--- src/rtl/pwr_cmd_pkg.sv ---
package pwr_cmd_pkg;

   localparam logic [7:0] OP_DEV      = 8'h20;
   localparam logic [7:0] OP_CLK_SET  = 8'h30;
   localparam logic [7:0] OP_CLK_GET  = 8'h38;
   localparam logic [7:0] OP_HALT     = 8'h7E;
   localparam logic [7:0] OP_PWREV    = 8'h8F;
   localparam logic [7:0] OP_RESTART  = 8'hD0;
   localparam logic [7:0] OP_LID      = 8'hDC;
   localparam logic [7:0] OP_READY    = 8'hDF;
   localparam logic [7:0] OP_DLSTAT   = 8'hE2;
   localparam logic [7:0] OP_VER      = 8'hEA;

   localparam logic [7:0] PEV_GET_UP   = 8'h00;
   localparam logic [7:0] PEV_SET_UP   = 8'h01;
   localparam logic [7:0] PEV_CLR_UP   = 8'h02;
   localparam logic [7:0] PEV_GET_WAKE = 8'h03;
   localparam logic [7:0] PEV_SET_WAKE = 8'h04;
   localparam logic [7:0] PEV_CLR_WAKE = 8'h05;

   localparam logic [7:0] DEV_POLL_SEL = 8'h86;

   // Seconds between the 1904 and 1970 epochs
   localparam logic [31:0] EPOCH_SHIFT = 32'd2082844800;
   // "MATT", byte 0 first
   localparam logic [31:0] HALT_SIG    = 32'h4D415454;

   localparam logic [7:0] VER_VALUE    = 8'h01;
   localparam logic [7:0] DLSTAT_VALUE = 8'h62;
   localparam logic [7:0] LID_VALUE    = 8'h00;

   typedef struct packed {
      logic        set_clk;
      logic [31:0] clk_val;
      logic        halt;
      logic        restart;
      logic        poll_wr;
      logic [15:0] poll_val;
   } effect_t;

endpackage

--- src/rtl/pwr_rtc_keeper.sv ---
module pwr_rtc_keeper #(
   parameter int unsigned  TICKS_PER_SEC = 50_000_000,
   parameter logic [31:0]  UNIX_START    = 32'd0
) (
   input  logic        clk,
   input  logic        rst_n,
   input  logic        set_en,
   input  logic [31:0] set_val,
   output logic [31:0] now_sec
);
   import pwr_cmd_pkg::*;

   localparam logic [31:0] START_VALUE = UNIX_START + EPOCH_SHIFT;

   logic        sec_tick;
   logic [31:0] elapsed;
   logic [31:0] elapsed_nxt;
   logic [31:0] offset;

   generate
      if (TICKS_PER_SEC == 1) begin : g_every_cycle
         assign sec_tick = 1'b1;
      end else begin : g_prescale
         localparam int unsigned CW = $clog2(TICKS_PER_SEC);
         localparam logic [CW-1:0] LAST = CW'(TICKS_PER_SEC - 1);
         logic [CW-1:0] pre;
         always_ff @(posedge clk or negedge rst_n) begin
            if (!rst_n) begin
               pre <= '0;
            end else if (pre == LAST) begin
               pre <= '0;
            end else begin
               pre <= pre + 1'b1;
            end
         end
         assign sec_tick = (pre == LAST);
      end
   endgenerate

   assign elapsed_nxt = elapsed + {31'd0, sec_tick};

   always_ff @(posedge clk or negedge rst_n) begin
      if (!rst_n) begin
         elapsed <= '0;
         offset  <= START_VALUE;
      end else begin
         elapsed <= elapsed_nxt;
         if (set_en) begin
            // referenced to the count after this edge, so a tick here is absorbed
            offset <= set_val - elapsed_nxt;
         end
      end
   end

   assign now_sec = offset + elapsed;

endmodule

--- src/rtl/pwr_cmd_decode.sv ---
module pwr_cmd_decode #(
   parameter int unsigned ARG_BYTES = 4,
   parameter int unsigned RSP_BYTES = 4
) (
   input  logic [7:0]               op,
   input  logic [7:0]               arg_len,
   input  logic [ARG_BYTES*8-1:0]   args,
   input  logic [7:0]               tbl_len,
   input  logic                     tbl_var,
   input  logic [31:0]              now_sec,
   output logic [7:0]               size,
   output logic [RSP_BYTES*8-1:0]   rsp,
   output pwr_cmd_pkg::effect_t     fx
);
   import pwr_cmd_pkg::*;

   logic [7:0] ab [ARG_BYTES];
   logic [7:0] rb [RSP_BYTES];
   logic [31:0] arg_word;

   generate
      for (genvar i = 0; i < ARG_BYTES; i++) begin : g_unpack
         assign ab[i] = args[8*i +: 8];
      end
      for (genvar j = 0; j < RSP_BYTES; j++) begin : g_pack
         assign rsp[8*j +: 8] = rb[j];
      end
   endgenerate

   assign arg_word = {ab[0], ab[1], ab[2], ab[3]};

   always_comb begin
      for (int k = 0; k < RSP_BYTES; k++) begin
         rb[k] = 8'h00;
      end
      size = 8'd0;
      fx   = '0;
      unique case (op)
         OP_CLK_GET: begin
            if (arg_len == 8'd0) begin
               rb[0] = now_sec[31:24];
               rb[1] = now_sec[23:16];
               rb[2] = now_sec[15:8];
               rb[3] = now_sec[7:0];
               size  = 8'd4;
            end
         end
         OP_CLK_SET: begin
            if (arg_len == 8'd4) begin
               fx.set_clk = 1'b1;
               fx.clk_val = arg_word;
            end
         end
         OP_HALT: begin
            if (arg_len == 8'd4) begin
               size    = 8'd1;
               fx.halt = (arg_word == HALT_SIG);
            end
         end
         OP_RESTART: begin
            if (arg_len == 8'd0) begin
               fx.restart = 1'b1;
            end
         end
         OP_VER: begin
            size  = 8'd1;
            rb[0] = VER_VALUE;
         end
         OP_DLSTAT: begin
            size  = 8'd1;
            rb[0] = DLSTAT_VALUE;
         end
         OP_LID: begin
            size  = 8'd1;
            rb[0] = LID_VALUE;
         end
         OP_READY: begin
            size = 8'd0;
         end
         OP_PWREV: begin
            if (arg_len != 8'd0) begin
               case (ab[0])
                  PEV_GET_UP, PEV_GET_WAKE: size = 8'd2;
                  PEV_SET_UP, PEV_CLR_UP,
                  PEV_SET_WAKE, PEV_CLR_WAKE: size = 8'd0;
                  default: size = 8'd0;
               endcase
            end
         end
         OP_DEV: begin
            if (arg_len == 8'd4 && ab[0] == 8'h00 && ab[1] == DEV_POLL_SEL) begin
               fx.poll_wr  = 1'b1;
               fx.poll_val = {ab[2], ab[3]};
            end
         end
         default: begin
            size = tbl_var ? 8'd0 : tbl_len;
         end
      endcase
   end

endmodule

--- src/rtl/pwr_cmd_exec.sv ---
module pwr_cmd_exec #(
   parameter int unsigned ARG_BYTES     = 4,
   parameter int unsigned RSP_BYTES     = 4,
   parameter int unsigned TICKS_PER_SEC = 50_000_000,
   parameter logic [31:0] UNIX_START    = 32'd0
) (
   input  logic                   clk,
   input  logic                   rst_n,
   input  logic                   cmd_go,
   input  logic [7:0]             cmd_code,
   input  logic [7:0]             arg_len,
   input  logic [ARG_BYTES*8-1:0] arg_bytes,
   input  logic [7:0]             tbl_rsp_len,
   input  logic                   tbl_len_var,
   output logic                   rsp_done,
   output logic [7:0]             rsp_size,
   output logic [RSP_BYTES*8-1:0] rsp_bytes,
   output logic                   shutdown_req,
   output logic                   reset_req,
   output logic [15:0]            poll_mask,
   output logic                   poll_on
);
   import pwr_cmd_pkg::*;

   generate
      if (ARG_BYTES < 4) begin : g_bad_args
         $error("ARG_BYTES must be at least 4");
      end
      if (RSP_BYTES < 4) begin : g_bad_rsp
         $error("RSP_BYTES must be at least 4");
      end
      if (TICKS_PER_SEC < 1) begin : g_bad_ticks
         $error("TICKS_PER_SEC must be at least 1");
      end
   endgenerate

   logic [31:0]            now_sec;
   logic [7:0]             dec_size;
   logic [RSP_BYTES*8-1:0] dec_rsp;
   effect_t                dec_fx;

   pwr_rtc_keeper #(
      .TICKS_PER_SEC (TICKS_PER_SEC),
      .UNIX_START    (UNIX_START)
   ) u_rtc (
      .clk     (clk),
      .rst_n   (rst_n),
      .set_en  (cmd_go & dec_fx.set_clk),
      .set_val (dec_fx.clk_val),
      .now_sec (now_sec)
   );

   pwr_cmd_decode #(
      .ARG_BYTES (ARG_BYTES),
      .RSP_BYTES (RSP_BYTES)
   ) u_dec (
      .op      (cmd_code),
      .arg_len (arg_len),
      .args    (arg_bytes),
      .tbl_len (tbl_rsp_len),
      .tbl_var (tbl_len_var),
      .now_sec (now_sec),
      .size    (dec_size),
      .rsp     (dec_rsp),
      .fx      (dec_fx)
   );

   always_ff @(posedge clk or negedge rst_n) begin
      if (!rst_n) begin
         rsp_done     <= 1'b0;
         rsp_size     <= '0;
         rsp_bytes    <= '0;
         shutdown_req <= 1'b0;
         reset_req    <= 1'b0;
         poll_mask    <= '0;
         poll_on      <= 1'b0;
      end else begin
         rsp_done     <= cmd_go;
         shutdown_req <= cmd_go & dec_fx.halt;
         reset_req    <= cmd_go & dec_fx.restart;
         if (cmd_go) begin
            rsp_size  <= dec_size;
            rsp_bytes <= dec_rsp;
            if (dec_fx.poll_wr) begin
               if (dec_fx.poll_val != 16'h0000) begin
                  poll_mask <= dec_fx.poll_val;
                  poll_on   <= 1'b1;
               end else begin
                  poll_on   <= 1'b0;
               end
            end
         end
      end
   end

endmodule

--- config.mk ---
export PLATFORM = sky130hd
export DESIGN_NAME = pwr_cmd_exec
export DESIGN_NICKNAME = d
export VERILOG_FILES = /design/src/rtl/pwr_cmd_pkg.sv /design/src/rtl/pwr_rtc_keeper.sv /design/src/rtl/pwr_cmd_decode.sv /design/src/rtl/pwr_cmd_exec.sv
export SDC_FILE = /design/constraint.sdc
export NUM_CORES = 1
export LEC_CHECK = 0
export CAP_MARGIN = 20
export CORE_UTILIZATION = 58
export CTS_CLUSTER_DIAMETER = 80
export DETAILED_ROUTE_END_ITERATION = 7
export GPL_TIMING_DRIVEN = 0
export PLACE_DENSITY = 0.79
export SYNTH_ARGS = -nofsm -noshare
export SYNTH_HDL_FRONTEND = slang
export SYNTH_SLANG_ARGS = --single-unit
export TNS_END_PERCENT = 50
--- constraint.sdc ---
create_clock -name clk -period 9.9 [get_ports clk]
set_input_delay 2.475 -clock clk [delete_from_list [all_inputs] [get_ports clk]]
set_output_delay 2.475 -clock clk [all_outputs]
set_load 0.02 [all_outputs]
==> summary.txt <==
Global route
  – Initial antenna violation count: 0
  – Top Usage Layer GRT: met2
  – GRT overflow: 0
  – Met3 global-route usage: 5.33%
  – Largest net degree at the start of global routing: 79
  – Global Route met1 Usage: 42.1%
  – Vias in the first global route: 7,799
  – Total GRT Usage: 29.8%
  – Met2 Use GR: 46.2%
  – First-pass GRT wire length: 39,000 microns

STA
  – F_max: 136 MHz
  – Slew margin rel.: 30.2%
  – Slew Limit Fails: 0
  – Final Cycle Share: 74.5%
  – Final-report setup violation count: 0
  – Hold Violations, Final: 0
  – RSZ-0062 raised after global routing: false
  – Worst-Margin Slew: 1.04 ns
  – Clk_skew: 0.0127 ns
  – Setup TNS: 0 ns
  – WHS: 0.481 ns
  – Crit path time final: 7.37 ns

Logic synthesis
  – Netlist cell types: 67
  – Post-synthesis cell count: 1,041
  – Mapped Area: 9640 sq um
  – Synth warn: 0
  – Main combinational cell family by area after synthesis: simple AND/OR/NAND/NOR gates
  – Post-Synth Simple-Gate Area: 19.8%
  – Post-synthesis sequential area ratio: 39.1%
  – Syn nets: 1,164
  – Mean post-synth cell area: 9.26 sq um
  – Adder-Cell Fraction of Synth Area: 8.43%
  – Post-synthesis compound-gate area fraction: 17.2%
  – Mux share of post-synthesis cell area: 2.41%
  – Post-synth EDFFs: 0
  – Xor and xnor area share after synthesis: 10.1%
  – Ys async rst share: 100%
  – Dominant synthesized flop cell: dfrtp_1
  – Register bit total from synthesis: 150

Clocking
  – CTS clk-pin slew, worst paths: 0.06 ns
  – Clock Tree Buf Depth: 2
  – CTS tree: built
  – Clk sink count: 150
  – CTS H-tree depth: 4
  – Post-CTS setup buffer count: 0
  – CTS Buf Count: 17
  – CTS root buf: clkbuf_16
  – Clock Latency Late Sink: 0.44 ns
  – Resized cells post-CTS: 0
  – Hold buffers post-CTS: 0

Routing
  – Drt drc: 0
  – Vias per cell: 5.91
  – Vias: 8,328
  – Total Wirelength: 24,100 microns
  – TritonRoute pass-1 iters: 5
  – Routed wire length per instance: 17.1 microns
  – First DRT Iteration DRCs: 508
  – Antenna Nets Post-Route: 0

Pwr
  – Leak Pwr: 0.00541 uW
  – Pwr dens: 116 nW/um^2
  – Worst vdd ir: 130 uV

Placed design
  – Detailed Place HPWL: 18,400 microns
  – # port buffers: 117
  – Post-Place Cells: 1,376
  – Placer Congestion: 0.906

Cells and area
  – Non-filler cells, final: 1,408
  – Final nets: 1,302
  – Most frequent cells in the layout: dfrtp_1 (138), clkdlybuf4s50_1 (116), nand2_1 (89)
  – Area grow syn2layout: 21.7%
  – Core Util, Final: 73.1%
  – Commonest non-fill, non-tap cell in the layout: dfrtp_1
  – Fraction of final layout cells sized beyond drive strength 1: 7.13%
  – Antenna cells: 0

Critical path
  – CP arrival: 7.66 ns
  – Setup crit end kind: flop
  – Crit Path Class: input pin to flop
  – Worst-path fanout max: 10
  – Required @ worst endpoint: 10.19 ns
  – Crit path launch type: input pin

Floorplan
  – Cell Rows: 46
  – Initial Util: 60.0%
  – Core ar.: 16,100 sq um
  – Die extent in y: 131 microns
  – I/O pins: 120
  – Die area: 17,100 sq um
  – Chip Width: 131 microns

Outcome
  – Status: finished clean

Hold path
  – Type of the most critical hold path: flop to flop

Flow run
  – Max Cap Viol: 0
[worst paths after layout]
check / start / to / slack (ns) / cells after the start
max: cmd_code[5] / u_rtc.offset[19]$_DFFE_PN0P_ / 2.53 / 18
min: u_rtc.offset[26]$_DFFE_PN1P_ / u_rtc.offset[26]$_DFFE_PN1P_ / 0.48 / 2
max reg2reg: u_rtc.g_prescale.pre[0]$_DFF_PN0_ / u_rtc.offset[19]$_DFFE_PN0P_ / 3.28 / 23
min reg2reg: u_rtc.offset[26]$_DFFE_PN1P_ / u_rtc.offset[26]$_DFFE_PN1P_ / 0.48 / 2
max in group asynchronous: rst_n / u_rtc.offset[30]$_DFFE_PN1P_ / 6.98 / 2
min in group asynchronous: rst_n / u_rtc.g_prescale.pre[3]$_DFF_PN0_ / 2.08 / 1
[flip-flops by register name, summed over array words and instances (netlist names)]
| register | count |
|---|---|
| rsp_bytes | 32 |
| u_rtc.elapsed | 32 |
| u_rtc.offset | 32 |
| u_rtc.g_prescale.pre | 26 |
| poll_mask | 16 |
| rsp_size | 8 |
| poll_on | 1 |
| reset_req | 1 |
| rsp_done | 1 |
| shutdown_req | 1 |
[cell families (layout without fill, tap and decap cells)]
kind of cell / after synthesis / in the layout
mux: 21 / 21
compound gates: 245 / 245
fa+ha+maj: 64 / 64
xor+xnor: 111 / 111
simple gates: 376 / 376
flops: 150 / 150
buf+inv: 74 / 225
[final cells by class]
type	instances	area, sq um
inverters	49	184
repair buffers	119	1200
clock inverters	15	191
flip-flops and latches	150	3770
fillers	1202	4320
multi-input cells	817	5590
plain buffers	25	101
clock buffers	17	425
well taps	216	270
[worst max-delay path: stages]
cell and delay [ns]:
clkdlybuf4s50_1 0.49, nor3b_1 0.39, nand3_1 0.25, nor2_1 0.55, clkbuf_1 0.33, clkbuf_1 0.30, and2_1 0.19, ha_1 0.29
a21oi_1 0.19, o31ai_1 0.10, a31oi_1 0.23, a31oi_1 0.12, maj3_1 0.40, a31oi_1 0.47, o21ai_0 0.28, a31oi_1 0.27
xor2_1 0.24, o21ai_0 0.11
[per-stage QoR]
stage | cell area [sq um] | total power [uW] | setup WS [ns]
global route | 11700 | 1410 | 2.07
global placement | 11100 | 697 | 0.459
finish | 11700 | 1370 | 2.53
CTS | 11700 | 1370 | 2.61
floorplan | 9640 | 646 | 3.66
detailed placement | 11100 | 699 | 2.18
[cell usage after synthesis (all sizes together), types with 2 or more instances]
master / instances / share of area (%)
or3: 8 / 0.57
a221o: 2 / 0.21
a21o: 30 / 2.3
a41oi: 3 / 0.27
nor4bb: 2 / 0.21
xor2: 47 / 4.3
fa: 2 / 0.42
nand4b: 5 / 0.45
and2: 31 / 2.0
o211ai: 7 / 0.55
or2: 5 / 0.32
nand2: 89 / 3.5
mux2: 18 / 2.1
nand2b: 13 / 0.84
xnor2: 64 / 5.8
nand3: 42 / 2.2
a211oi: 5 / 0.44
nor3: 28 / 1.5
nand4: 16 / 1.2
inv: 49 / 1.9
a22o: 26 / 2.4
mux2i: 3 / 0.31
nor3b: 6 / 0.47
dfrtp: 138 / 36
dfstp: 12 / 3.3
o21bai: 4 / 0.31
o21a: 6 / 0.47
o31ai: 8 / 0.73
and4: 2 / 0.18
ha: 61 / 7.9
nor4: 16 / 1.1
a31oi: 15 / 0.97
and3: 14 / 0.91
a21oi: 54 / 2.8
nor2: 82 / 3.2
o2bb2ai: 6 / 0.55
or4: 3 / 0.23
nor2b: 8 / 0.52
a311oi: 2 / 0.18
o21ai: 63 / 3.3
clkbuf: 24 / 0.93
nand3b: 4 / 0.31
o31a: 2 / 0.18
o32ai: 2 / 0.18
[metal layers]
metal  share of wire, %  wire (microns)
met1                 47           11200
met3                6.8            1650
met5                  0               0
met4                1.7             404
met2                 45           10800
[power by group]
| part | internal, uW | switching, uW | total (uW) |
|---|---|---|---|
| Clock | 402 | 277 | 679 |
| Sequential | 616 | 1.45 | 618 |
| Combinational | 32.1 | 37.1 | 69.2 |
| Total | 1050 | 316 | 1370 |
No activity file was read; power rests on OpenSTA's default activity.
